[src/rtl/chsb_pkg.sv]
package chsb_pkg;

    // One side-information block: 192 frames times two subframes.
    localparam int BLK_BITS_DEF = 384;
    // Host port lane width; byte k covers buffer bits 8k .. 8k+7.
    localparam int HOST_LANE = 8;

    typedef enum logic {
        RX_HUNT,
        RX_FILL
    } rx_state_e;

    typedef enum logic {
        TX_IDLE,
        TX_SEND
    } tx_state_e;

    typedef enum logic [1:0] {
        HS_IDLE,
        HS_WRITE,
        HS_COPY
    } host_op_e;

endpackage

[src/rtl/chsb_rx_capture.sv]
module chsb_rx_capture
    import chsb_pkg::*;
#(
    parameter int BLK_BITS = BLK_BITS_DEF
) (
    input  logic                clk,
    input  logic                rst_n,
    input  logic                active,
    input  logic                bit_vld,
    input  logic                blk_start,
    input  logic                c_bit,
    input  logic                u_bit,
    output logic                copy_de,
    output logic [BLK_BITS-1:0] snap_c,
    output logic [BLK_BITS-1:0] snap_u
);

    localparam int PTR_W = $clog2(BLK_BITS);
    localparam logic [PTR_W-1:0] LAST_IDX = PTR_W'(BLK_BITS - 1);

    rx_state_e           state_q, state_d;
    logic [PTR_W-1:0]    ptr_q, ptr_d;
    logic [BLK_BITS-1:0] d_c_q, d_u_q, d_c_d, d_u_d;
    logic                wr_en;
    logic [PTR_W-1:0]    wr_idx;
    logic                copy_d;

    // State register
    always_ff @(posedge clk or negedge rst_n) begin
        if (!rst_n) begin
            state_q <= RX_HUNT;
            ptr_q   <= '0;
            d_c_q   <= '0;
            d_u_q   <= '0;
        end else begin
            state_q <= state_d;
            ptr_q   <= ptr_d;
            d_c_q   <= d_c_d;
            d_u_q   <= d_u_d;
        end
    end

    // Next state and fill control
    always_comb begin
        state_d = state_q;
        ptr_d   = ptr_q;
        wr_en   = 1'b0;
        wr_idx  = ptr_q;
        copy_d  = 1'b0;
        if (!active) begin
            state_d = RX_HUNT;
            ptr_d   = '0;
        end else if (bit_vld) begin
            if (blk_start) begin
                wr_en   = 1'b1;
                wr_idx  = '0;
                state_d = RX_FILL;
                ptr_d   = PTR_W'(1);
            end else begin
                unique case (state_q)
                    RX_HUNT: begin
                        wr_en = 1'b0;
                    end
                    RX_FILL: begin
                        wr_en  = 1'b1;
                        wr_idx = ptr_q;
                        if (ptr_q == LAST_IDX) begin
                            copy_d  = 1'b1;
                            state_d = RX_HUNT;
                            ptr_d   = '0;
                        end else begin
                            ptr_d = ptr_q + PTR_W'(1);
                        end
                    end
                endcase
            end
        end
    end

    // Capture buffers with the incoming bit merged in
    always_comb begin
        d_c_d = d_c_q;
        d_u_d = d_u_q;
        if (wr_en) begin
            d_c_d[wr_idx] = c_bit;
            d_u_d[wr_idx] = u_bit;
        end
    end

    // Outputs
    assign copy_de = copy_d;
    assign snap_c  = d_c_d;
    assign snap_u  = d_u_d;

    AST_RX_PTR_BOUND: assert property (@(posedge clk) disable iff (!rst_n)
        ptr_q <= LAST_IDX);
    AST_RX_COPY_ENDS_FILL: assert property (@(posedge clk) disable iff (!rst_n)
        copy_de |=> (state_q == RX_HUNT && ptr_q == '0));
    AST_RX_OFF_HUNTS: assert property (@(posedge clk) disable iff (!rst_n)
        !active |=> (state_q == RX_HUNT && ptr_q == '0));

endmodule

[src/rtl/chsb_host_stage.sv]
module chsb_host_stage
    import chsb_pkg::*;
#(
    parameter int BLK_BITS = BLK_BITS_DEF,
    parameter int ADDR_W   = $clog2(BLK_BITS / HOST_LANE)
) (
    input  logic                 clk,
    input  logic                 rst_n,
    input  logic                 active,
    input  logic                 copy_de,
    input  logic [BLK_BITS-1:0]  snap_c,
    input  logic [BLK_BITS-1:0]  snap_u,
    input  logic                 host_sel,
    input  logic                 host_wr,
    input  logic                 host_bsel,
    input  logic [ADDR_W-1:0]    host_addr,
    input  logic [HOST_LANE-1:0] host_wdata,
    output logic [HOST_LANE-1:0] host_rdata,
    output logic                 host_rvld,
    output logic                 e_updated,
    output logic [BLK_BITS-1:0]  e_c,
    output logic [BLK_BITS-1:0]  e_u
);

    localparam int N_BYTES = BLK_BITS / HOST_LANE;
    localparam logic [ADDR_W-1:0] LAST_ADDR = ADDR_W'(N_BYTES - 1);

    host_op_e              op;
    logic [BLK_BITS-1:0]   e_c_q, e_u_q, e_c_d, e_u_d;
    logic [ADDR_W+2:0]     base;
    logic                  addr_ok;
    logic                  rd_acc;
    logic [HOST_LANE-1:0]  rd_byte;
    logic [HOST_LANE-1:0]  rdata_q;
    logic                  rvld_q;
    logic                  upd_q;

    assign base    = {host_addr, 3'b000};
    assign addr_ok = (host_addr <= LAST_ADDR);
    assign rd_acc  = host_sel && !host_wr;

    // Operation select: copy beats a host write
    always_comb begin
        if (copy_de) begin
            op = HS_COPY;
        end else if (active && host_sel && host_wr && addr_ok) begin
            op = HS_WRITE;
        end else begin
            op = HS_IDLE;
        end
    end

    always_comb begin
        e_c_d = e_c_q;
        e_u_d = e_u_q;
        unique case (op)
            HS_COPY: begin
                e_c_d = snap_c;
                e_u_d = snap_u;
            end
            HS_WRITE: begin
                if (host_bsel) begin
                    e_u_d[base +: HOST_LANE] = host_wdata;
                end else begin
                    e_c_d[base +: HOST_LANE] = host_wdata;
                end
            end
            HS_IDLE: begin
                e_c_d = e_c_q;
            end
            default: begin
                e_c_d = e_c_q;
            end
        endcase
    end

    assign rd_byte = host_bsel ? e_u_q[base +: HOST_LANE] : e_c_q[base +: HOST_LANE];

    always_ff @(posedge clk or negedge rst_n) begin
        if (!rst_n) begin
            e_c_q   <= '0;
            e_u_q   <= '0;
            rdata_q <= '0;
            rvld_q  <= 1'b0;
            upd_q   <= 1'b0;
        end else begin
            e_c_q   <= e_c_d;
            e_u_q   <= e_u_d;
            rvld_q  <= rd_acc;
            rdata_q <= (rd_acc && active && addr_ok) ? rd_byte : '0;
            if (copy_de) begin
                upd_q <= 1'b1;
            end else if (rd_acc) begin
                upd_q <= 1'b0;
            end
        end
    end

    assign host_rdata = rdata_q;
    assign host_rvld  = rvld_q;
    assign e_updated  = upd_q;
    assign e_c        = e_c_q;
    assign e_u        = e_u_q;

    AST_FLAG_AFTER_COPY: assert property (@(posedge clk) disable iff (!rst_n)
        copy_de |=> e_updated);
    AST_COPY_LOADS_E: assert property (@(posedge clk) disable iff (!rst_n)
        copy_de |=> (e_c == $past(snap_c) && e_u == $past(snap_u)));
    AST_E_HELD_WHEN_OFF: assert property (@(posedge clk) disable iff (!rst_n)
        !active |=> ($stable(e_c) && $stable(e_u)));
    AST_RD_ZERO_BAD_ADDR: assert property (@(posedge clk) disable iff (!rst_n)
        (host_sel && !host_wr && !addr_ok) |=> (host_rvld && host_rdata == '0));

endmodule

[src/rtl/chsb_tx_stage.sv]
module chsb_tx_stage
    import chsb_pkg::*;
#(
    parameter int BLK_BITS = BLK_BITS_DEF
) (
    input  logic                clk,
    input  logic                rst_n,
    input  logic                active,
    input  logic                bit_req,
    input  logic                blk_start,
    input  logic [BLK_BITS-1:0] e_c,
    input  logic [BLK_BITS-1:0] e_u,
    output logic                tx_bit_vld,
    output logic                tx_c,
    output logic                tx_u
);

    localparam int PTR_W = $clog2(BLK_BITS);
    localparam logic [PTR_W-1:0] LAST_IDX = PTR_W'(BLK_BITS - 1);

    tx_state_e           state_q, state_d;
    logic [PTR_W-1:0]    ptr_q, ptr_d;
    logic [BLK_BITS-1:0] f_c_q, f_u_q;
    logic                load_f;
    logic                vld_d, c_d, u_d;
    logic                vld_q, c_q, u_q;

    // State register
    always_ff @(posedge clk or negedge rst_n) begin
        if (!rst_n) begin
            state_q <= TX_IDLE;
            ptr_q   <= '0;
            f_c_q   <= '0;
            f_u_q   <= '0;
        end else begin
            state_q <= state_d;
            ptr_q   <= ptr_d;
            if (load_f) begin
                f_c_q <= e_c;
                f_u_q <= e_u;
            end
        end
    end

    // Next state, transfer and bit selection
    always_comb begin
        state_d = state_q;
        ptr_d   = ptr_q;
        load_f  = 1'b0;
        vld_d   = 1'b0;
        c_d     = 1'b0;
        u_d     = 1'b0;
        if (!active) begin
            state_d = TX_IDLE;
            ptr_d   = '0;
        end else if (bit_req) begin
            if (blk_start) begin
                load_f  = 1'b1;
                vld_d   = 1'b1;
                c_d     = e_c[0];
                u_d     = e_u[0];
                state_d = TX_SEND;
                ptr_d   = PTR_W'(1);
            end else begin
                unique case (state_q)
                    TX_IDLE: begin
                        vld_d = 1'b0;
                    end
                    TX_SEND: begin
                        vld_d = 1'b1;
                        c_d   = f_c_q[ptr_q];
                        u_d   = f_u_q[ptr_q];
                        ptr_d = (ptr_q == LAST_IDX) ? '0 : ptr_q + PTR_W'(1);
                    end
                endcase
            end
        end
    end

    // Output register
    always_ff @(posedge clk or negedge rst_n) begin
        if (!rst_n) begin
            vld_q <= 1'b0;
            c_q   <= 1'b0;
            u_q   <= 1'b0;
        end else begin
            vld_q <= vld_d;
            c_q   <= c_d;
            u_q   <= u_d;
        end
    end

    assign tx_bit_vld = vld_q;
    assign tx_c       = c_q;
    assign tx_u       = u_q;

    AST_TX_VLD_HAS_REQ: assert property (@(posedge clk) disable iff (!rst_n)
        tx_bit_vld |-> $past(bit_req && active));
    AST_F_ONLY_AT_START: assert property (@(posedge clk) disable iff (!rst_n)
        !(active && bit_req && blk_start) |=> ($stable(f_c_q) && $stable(f_u_q)));
    AST_TX_FIRST_FROM_E: assert property (@(posedge clk) disable iff (!rst_n)
        (active && bit_req && blk_start) |=> (tx_bit_vld && tx_c == $past(e_c[0]) && tx_u == $past(e_u[0])));
    AST_TX_OFF_SILENT: assert property (@(posedge clk) disable iff (!rst_n)
        !active |=> !tx_bit_vld);

endmodule

[src/rtl/chsb_triple_buffer.sv]
module chsb_triple_buffer
    import chsb_pkg::*;
#(
    parameter int BLK_BITS = BLK_BITS_DEF,
    parameter int ADDR_W   = $clog2(BLK_BITS / HOST_LANE)
) (
    input  logic                 clk,
    input  logic                 rst_n,
    input  logic                 run_en,
    input  logic                 rx_clk_ok,
    input  logic                 tx_clk_ok,
    input  logic                 rx_bit_vld,
    input  logic                 rx_blk_start,
    input  logic                 rx_c_bit,
    input  logic                 rx_u_bit,
    input  logic                 tx_bit_req,
    input  logic                 tx_blk_start,
    output logic                 tx_bit_vld,
    output logic                 tx_c_bit,
    output logic                 tx_u_bit,
    input  logic                 host_sel,
    input  logic                 host_wr,
    input  logic                 host_bsel,
    input  logic [ADDR_W-1:0]    host_addr,
    input  logic [HOST_LANE-1:0] host_wdata,
    output logic [HOST_LANE-1:0] host_rdata,
    output logic                 host_rvld,
    output logic                 e_updated
);

    logic                active;
    logic                copy_de;
    logic [BLK_BITS-1:0] snap_c, snap_u;
    logic [BLK_BITS-1:0] e_c, e_u;

    assign active = run_en && rx_clk_ok && tx_clk_ok;

    chsb_rx_capture #(.BLK_BITS(BLK_BITS)) u_rx (
        .clk       (clk),
        .rst_n     (rst_n),
        .active    (active),
        .bit_vld   (rx_bit_vld),
        .blk_start (rx_blk_start),
        .c_bit     (rx_c_bit),
        .u_bit     (rx_u_bit),
        .copy_de   (copy_de),
        .snap_c    (snap_c),
        .snap_u    (snap_u)
    );

    chsb_host_stage #(.BLK_BITS(BLK_BITS), .ADDR_W(ADDR_W)) u_host (
        .clk        (clk),
        .rst_n      (rst_n),
        .active     (active),
        .copy_de    (copy_de),
        .snap_c     (snap_c),
        .snap_u     (snap_u),
        .host_sel   (host_sel),
        .host_wr    (host_wr),
        .host_bsel  (host_bsel),
        .host_addr  (host_addr),
        .host_wdata (host_wdata),
        .host_rdata (host_rdata),
        .host_rvld  (host_rvld),
        .e_updated  (e_updated),
        .e_c        (e_c),
        .e_u        (e_u)
    );

    chsb_tx_stage #(.BLK_BITS(BLK_BITS)) u_tx (
        .clk        (clk),
        .rst_n      (rst_n),
        .active     (active),
        .bit_req    (tx_bit_req),
        .blk_start  (tx_blk_start),
        .e_c        (e_c),
        .e_u        (e_u),
        .tx_bit_vld (tx_bit_vld),
        .tx_c       (tx_c_bit),
        .tx_u       (tx_u_bit)
    );

    AST_COPY_NEEDS_RUN: assert property (@(posedge clk) disable iff (!rst_n)
        copy_de |-> (run_en && rx_clk_ok && tx_clk_ok));

endmodule

[config.mk]
export PLATFORM = sky130hd
export DESIGN_NAME = chsb_triple_buffer
export DESIGN_NICKNAME = d
export VERILOG_FILES = /design/src/rtl/chsb_pkg.sv /design/src/rtl/chsb_rx_capture.sv /design/src/rtl/chsb_host_stage.sv /design/src/rtl/chsb_tx_stage.sv /design/src/rtl/chsb_triple_buffer.sv
export SDC_FILE = /design/constraint.sdc
export NUM_CORES = 2
export LEC_CHECK = 0
export BUFFER_PORTS_ARGS = -buffer_cell sky130_fd_sc_hd__buf_2
export CAP_MARGIN = 20
export CELL_PAD_IN_SITES_DETAIL_PLACEMENT = 0
export CELL_PAD_IN_SITES_GLOBAL_PLACEMENT = 1
export CORE_ASPECT_RATIO = 0.5
export CORE_UTILIZATION = 45
export DETAILED_ROUTE_END_ITERATION = 10
export GPL_TIMING_DRIVEN = 0
export PLACE_DENSITY = 0.78
export SETUP_SLACK_MARGIN = 0.4
export SYNTH_ARGS = -nofsm -noshare
export SYNTH_HDL_FRONTEND = slang
export SYNTH_SLANG_ARGS = --single-unit
[constraint.sdc]
create_clock -name clk -period 2.64 [get_ports clk]
set_clock_uncertainty 0.2 [all_clocks]
set_input_delay 0.132 -clock clk [delete_from_list [all_inputs] [get_ports clk]]
set_output_delay 0.132 -clock clk [all_outputs]
set_load 0.02 [all_outputs]
### Word-level counts from Yosys, hierarchy flattened

Cells that the tools add are included.

* latch bits: 0
* memories: 0
* bits in registers: 2337
* output and inout bits: 13
* word-level logic and storage cells: 124
* RAM bits: 0
* bits in read-only memories: 0
* input bits: 28

* bitwise logic cells: 2
* equal/unequal tests: 11
* $lt $le $gt $ge: 4
* $mul: 0
* add/sub/neg operators: 3
* divide/modulo/power cells: 0
* reduce and logical (&&, ||, !) cells: 17
* multiplexer cells: 67
* shifts and indexed selects: 4

Operators with widths (count)
* 384-bit bitwise mux: 4
* 384-bit 2-to-1 mux: 4
* 384-bit case mux with 2 select lines: 2
* 384-bit by 10-bit variable part select with 8-bit output: 2
* 8-bit by 11-bit variable shift with 384-bit output, first input constant: 1
* 8-bit by 11-bit variable part select with 384-bit output: 1
* 9-bit 2-to-1 mux: 13
* 1-bit 2-to-1 mux: 36
* 9-bit by 10-bit less-than comparator with 1-bit output, second input constant: 2
* 9-bit by 1-bit adder with 9-bit output, second input constant: 2
* 1-bit binary-select mux with 9-bit select: 2
* 9-bit == test, second input constant: 2
* 8-bit 2-to-1 mux: 2
* 9-bit negator with 11-bit output: 1
* 2-bit != test, second input constant: 5
* 2-bit AND reduction: 5
* 1-bit demux with 9-bit select: 1
* 9-bit by 1-bit greater-or-equal comparator with 1-bit output, second input constant: 1
* 1-bit logical AND: 9
* 6-bit less-or-equal comparator, second input constant: 1
* 1-bit case mux with 2 select lines: 2
* 2-bit nonzero test: 2
* 3-bit by 2-bit != test with 1-bit output, second input constant: 1
* 3-bit != test, second input constant: 1
* 5 further kinds: 6

### Depth between registers and ports, before layout

* depth in word-level cells: 10
* gate-level depth with buffers: 17
* depth with buffers taken out: 9

### By module

From an unflattened synthesis, not the netlist that was laid out.

* cells, all modules: 10189
* area total of the unflattened synthesis: 110506.0 sq um

Modules (own cells, without submodules)
* chsb_host_stage: sequential area each 19468.7 sq um, cells an instance 4062, times used 1, area each 43294.0 sq um
* chsb_tx_stage: sequential area each 19543.7 sq um, cells an instance 3895, times used 1, area each 35714.3 sq um
* chsb_rx_capture: sequential area each 19468.7 sq um, cells an instance 2231, times used 1, area each 31491.5 sq um
* chsb_triple_buffer: sequential area each 0.0 sq um, cells an instance 1, times used 1, area each 6.3 sq um

### Worst setup path after synthesis

OpenSTA, ideal clock, no wires.

* kind: input -> register
* start point: input host_addr[1]
* end point: register u_host.e_c_q[22] (netlist: u_host.e_c[22])
* data arrival time: 3334 ps
* stages on the path: 13
* setup slack: -971 ps
* path buffers: 4
* library setup time: 77 ps
* required time: 2363 ps
* path through: buf_2 inv_2 buf_1 ha_1 buf_2 nor3b_1 xnor2_1 o211ai_4 or3_4 nor2_2 buf_2 a22oi_1 a21oi_1

* longest elaborated chain between the ends: 7
* elaborated cells between the ends (all ways): 15
* those cells by class: add/sub: 1; order compare: 1; eq/ne: 3; shift: 2; mux: 5; reduce/logical: 3

Ends and longest elaborated chain
* start, declared: RTL line chsb_triple_buffer.sv:24 `input logic [ADDR_W-1:0] host_addr,`
* parallel branches: the longest is 7 deep, another holds 9-bit negator with 11-bit output
* end signal, assigned: RTL line chsb_host_stage.sv:81 `e_c_q <= '0;`
* end signal, assigned: RTL line chsb_host_stage.sv:87 `e_c_q <= e_c_d;`
* end, declared: RTL line chsb_host_stage.sv:29 `logic [BLK_BITS-1:0] e_c_q, e_u_q, e_c_d, e_u_d;`

Several ways; the timed one is not identified. The select of a mux whose other input is x is not followed.
A chain may end at the register's enable or synchronous reset.

### Worst setup path in the final report

* start point: register u_tx.ptr_q[2]
* end point: register u_tx.c_q (netlist: u_tx.tx_c)

* longest elaborated chain between the ends: 6

Ends and longest elaborated chain
* start, declared: RTL line chsb_tx_stage.sv:22 `logic [PTR_W-1:0] ptr_q, ptr_d;`
* start signal, assigned: RTL line chsb_tx_stage.sv:37 `ptr_q <= ptr_d;`
* 1-bit binary-select mux with 9-bit select: RTL line chsb_tx_stage.sv:71 `c_d = f_c_q[ptr_q];`
* 1-bit 2-to-1 mux (not written as such): RTL line chsb_tx_stage.sv:71
* 1-bit 2-to-1 mux: RTL line chsb_tx_stage.sv:65 `unique case (state_q)`
* 1-bit 2-to-1 mux: RTL line chsb_tx_stage.sv:57 `if (blk_start) begin`
* 1-bit 2-to-1 mux: RTL line chsb_tx_stage.sv:56 `end else if (bit_req) begin`
* 1-bit 2-to-1 mux: RTL line chsb_tx_stage.sv:53 `if (!active) begin`
* net u_tx.c_d: RTL line chsb_tx_stage.sv:25 `logic vld_d, c_d, u_d;`
* end signal, assigned: RTL line chsb_tx_stage.sv:84 `c_q <= 1'b0;`
* end signal, assigned: RTL line chsb_tx_stage.sv:88 `c_q <= c_d;`
* end, declared: RTL line chsb_tx_stage.sv:26 `logic vld_q, c_q, u_q;`

The timed path passes the listed nets, and every way through them passes these cells. The select of a mux whose other input is x is not followed.

==> impl.org <==
** Outcome
- Status :: complete, but fails checks
- The checks that failed: hold timing, setup timing.

** Critical path
- The worst setup path is launched from a flop.
- For the worst setup path, the data arrival time is 5.04 ns.
- The critical path starts at u_tx.ptr_q[2].
- Crit-path max FO :: 16
- Counting cells, the worst reg-to-reg path comes to 12.
- Worst R2R Setup Slack :: -1.81 ns
- Critical path class :: flop to flop
- In this run the critical register-to-register path is captured at u_tx.tx_c.
- Data on the critical path is required at its endpoint by 3.22 ns.
- Nature of the critical path endpoint :: flop
- Critical R2R Launch :: u_tx.ptr_q[2]

** Cells and area
- Flip-flop and latch area :: 0.0585 sq mm
- At the end of the flow, the number of nets in the layout was 11200.
- The area growth from synthesis to layout is 24.6%.
- Fraction of layout cells with a size suffix above 1 :: 28.3%
- Number of filler cells placed in the layout :: 20900
- Area of the multi-input gates :: 0.0499 sq mm
- The finished layout holds 14700 standard cells, fillers aside.

** Drt
- Average wire per cell in the routed design :: 46.7 microns
- Violation count after the first detailed-route iteration :: 17400
- Final routed DRC violation total :: 0
- Once detail routing completed, the nets flagged for antenna violations numbered 0.
- Drt via density :: 6.94
- Routed wire length :: 688000 microns
- The detailed router placed 102000 vias in this run.
- For this run, the detailed router's first-pass iteration total came to 6.

** STA
- At the pin with the least slew margin, the transition time is 1.38 ns.
- Timing would allow up to 0.225 GHz.
- Final-report setup violation count :: 2016
- Unrepaired setup endpoints after global routing :: yes
- Setup slack on the critical path of the routed design comes to -1.81 ns.
- The final max-slew violation count was 0.
- Final hold viol count :: 119
- Post-Route Hold Slack :: -0.298 ns
- Headroom to the max-slew limit came out at 7.70%.
- The worst path uses 169% of the clock period.
- Post-route minimum period :: 4.45 ns

** GRT
- Number of antenna violations at the first check in global routing :: 133
- After global routing, the most crowded layer is met1.
- For this run, global-route usage on met3 was measured as 40.7%.
- The via count of the first global-routing pass came to 89900.
- Global routing used 69.6% of the available met1 tracks.
- Global-route usage over all layers :: 54.7%
- Met2 layer usage reported by global route :: 64.2%
- The first global-routing pass estimated 872000 microns of wire.
- Entering global routing, the biggest net connects 161 pins.
- For this run the aggregate overflow at the end of global routing stands at 0.

** Synth
- Top post-synthesis cells by count :: sky130_fd_sc_hd__nand2_1, sky130_fd_sc_hd__dfrtp_1, sky130_fd_sc_hd__mux2_2
- In the synthesized netlist the dominant register cell turns out to be sky130_fd_sc_hd__dfrtp_1.
- By instance count, the leading cell after synthesis is sky130_fd_sc_hd__nand2_1.
- In the post-synthesis netlist, the biggest area contributors are sky130_fd_sc_hd__dfrtp_1, sky130_fd_sc_hd__nand2_1, sky130_fd_sc_hd__mux2_2.
- For this run, the register share of the synthesized area comes to 53.6%.
- Summing every instance area after synthesis gives 0.109 sq mm.
- Synthesized netlist net count :: 10300
- Cell accounting for the most synthesized area :: sky130_fd_sc_hd__dfrtp_1
- The top cell type by area accounts for 53.6% of the synthesized area.
- Synthesis produced a netlist whose cell count is 10300.
- During synthesis, Yosys emitted a total of 0 warnings.
- Post-synth cell types :: 88
- Count of flip-flops with a built-in enable after synthesis :: 0
- After synthesis, the mean cell area works out to 10.6 sq um.
- For this run, asynchronously set or reset flops after synthesis account for 100%.
- Counting flops and latches in the post-synthesis netlist gives 2337.

** Floorplan
- The floorplan step defined a core boundary enclosing 0.240 sq mm.
- For this configuration, the core starts out at a cell density of 45.4%.
- Measured along the y axis, the die boundary spans 350 microns.
- Number of placement rows :: 127
- Horizontal extent of the die :: 698 microns
- Pin placement for this block handled 41 I/O pins.
- Total die area :: 0.244 sq mm

** Clocking
- Depth of the CTS H-tree :: 4
- After clock tree synthesis, the clock-pin slew on the worst setup and hold paths is 0.07 ns.
- Clock tree from TritonCTS :: built
- Sink count of the clock tree :: 2337
- Latest clock arrival within the worst-skew pair :: 0.96 ns
- In this run the clock root is driven by a sky130_fd_sc_hd__clkbuf_16.
- The longest clock path from root to sink contains 4 buffers.
- Number of buffers inserted during clock tree synthesis :: 219

** Worst hold path
- The worst hold path belongs to the class input port to async pin.

** Pwr
- Total power after layout :: 82.6 mW
- The analysis attributes to cell leakage a power of 62.4 nW.
- Dividing total power by cell area gives a power density of 609 mW/mm^2.
- VDD sags by at most 0.579 mV.

** Place
- Total instance count after detailed placement :: 13700
- Placed wire-length estimate after detailed placement :: 512000 microns
- Final weighted congestion in routability-driven placement :: 1.13
- IO Port Bufs :: 35

** Run
- Maximum capacitance violations :: 0
[registers in the layout, summed over array words and instances (netlist names)]
signal,cells
u_tx.ptr_q,9
u_tx.f_c_q,384
u_tx.f_u_q,384
u_host.e_u,384
u_tx.tx_u,1
u_tx.state_q,1
u_rx.state_q,1
u_rx.ptr_q,9
u_host.host_rdata,8
u_host.e_c,384
u_tx.tx_bit_vld,1
u_rx.d_c_q,384
u_rx.d_u_q,384
u_host.e_updated,1
u_host.host_rvld,1
u_tx.tx_c,1
[critical path, cell delays in order, from the launching register on]
cell	delay, ns
sky130_fd_sc_hd__dfrtp_1	0.42
sky130_fd_sc_hd__buf_12	0.26
sky130_fd_sc_hd__buf_12	0.18
sky130_fd_sc_hd__buf_8	0.36
sky130_fd_sc_hd__clkbuf_8	0.41
sky130_fd_sc_hd__buf_2	0.50
sky130_fd_sc_hd__buf_12	0.27
sky130_fd_sc_hd__nand3_1	0.11
sky130_fd_sc_hd__nand3_1	0.27
sky130_fd_sc_hd__a21oi_4	0.14
sky130_fd_sc_hd__o2111ai_4	0.45
sky130_fd_sc_hd__o311ai_1	0.23
sky130_fd_sc_hd__nand4_1	0.33
[logic make-up (layout without fill, tap and decap cells)]
family	after synthesis	in the layout	share of synthesized area [%]
compound gates	1871	1871	11.6
simple gates	3865	3865	14.1
xor+xnor	6	6	0.0482
fa+ha+maj	6	6	0.0689
buf+inv	845	1868	3.46
other cells	0	173	0
flops	2337	2337	53.6
mux	1366	1366	17.1
[layout by cell type (no fill, tap or decap), types with 31 or more instances in the layout]
cell type	count
sky130_fd_sc_hd__clkbuf_16	247
sky130_fd_sc_hd__buf_8	108
sky130_fd_sc_hd__nor2_4	71
sky130_fd_sc_hd__a22oi_2	109
sky130_fd_sc_hd__buf_6	149
sky130_fd_sc_hd__o21ai_0	274
sky130_fd_sc_hd__clkbuf_2	114
sky130_fd_sc_hd__clkbuf_1	329
sky130_fd_sc_hd__diode_2	173
sky130_fd_sc_hd__o221ai_1	63
sky130_fd_sc_hd__clkbuf_8	50
sky130_fd_sc_hd__o22ai_1	62
sky130_fd_sc_hd__mux4_2	314
sky130_fd_sc_hd__a21oi_1	265
sky130_fd_sc_hd__nor2_1	501
sky130_fd_sc_hd__mux2i_1	205
sky130_fd_sc_hd__mux2_2	807
sky130_fd_sc_hd__buf_12	188
sky130_fd_sc_hd__clkinv_2	34
sky130_fd_sc_hd__a22o_1	108
sky130_fd_sc_hd__buf_16	95
sky130_fd_sc_hd__dfrtp_1	2315
sky130_fd_sc_hd__clkbuf_4	50
sky130_fd_sc_hd__a22oi_1	416
sky130_fd_sc_hd__o2bb2ai_1	115
sky130_fd_sc_hd__o21ai_1	133
sky130_fd_sc_hd__buf_2	121
sky130_fd_sc_hd__a21boi_0	70
sky130_fd_sc_hd__nor2_2	34
sky130_fd_sc_hd__a21boi_1	31
sky130_fd_sc_hd__nand2_2	37
sky130_fd_sc_hd__buf_4	299
sky130_fd_sc_hd__nand2_1	2980
[power breakdown]
| group | total, mW | internal [mW] | leakage [nW] | switching, mW |
|---|---|---|---|---|
| clock | 34.1 | 18.3 | 3.54 | 15.8 |
| combinational | 9.14 | 2.69 | 26.8 | 6.44 |
| sequential | 39.4 | 37.4 | 32.1 | 1.94 |
| total | 82.6 | 58.4 | 62.4 | 24.2 |
[worst max-delay path by stage]
stage / end / slack, ns / cells after the start
2_1_floorplan: u_host.e_c[22] / -0.26 / 15
3_3_place_gp: u_host.e_c[298] / -53.62 / 1
3_5_place_dp: u_tx.tx_c / -3.52 / 12
4_1_cts: u_tx.tx_u / -1.49 / 11
5_1_grt: u_tx.tx_u / -1.52 / 11
6_report: u_tx.tx_c / -1.81 / 12
[layer usage]
layer  up-vias  share of wire (%)
met5         -               0.70
met4        86                6.5
met3      2031                 20
met2      9704                 35
met1     52600                 38
li1      37800                  -
[what timing repair did]
action | in CTS | in global routing
buffers inserted | 143 | 212
pin swaps | 58 | 119
hold buffers | 20 | 3
gates resized for setup | 681 | 1069
cloned | 9 | 25
endpoints found under the setup margin | 3021 | 3132
hold endpoints to repair | 448 | 722
[per-stage QoR]
step                utilization, %  cell area (sq um)  worst slack, ns  setup TNS [ns]
global placement              47.6             114000           -53.62               -
floorplan                        -             110000           -0.257         -111.91
finish                        56.5             136000            -1.81         -733.84
detailed placement            49.2             118000            -3.52        -4505.32
global route                  56.4             135000            -1.52         -892.44
CTS                           54.0             130000            -1.49        -1176.88
[cell type report]
cell class / count / area share (%)
Clock inverter: 67 / 0.663
Clock buffer: 324 / 4.64
Antenna cell: 173 / 0.319
Tap cell: 3225 / 2.97
Inverter: 13 / 0.0498
Timing Repair Buffer: 632 / 6.28
Buffer: 832 / 5.27
Multi-Input combinational cell: 7114 / 36.7
Sequential cell: 2337 / 43.1
No activity file was read; power rests on OpenSTA's default activity.
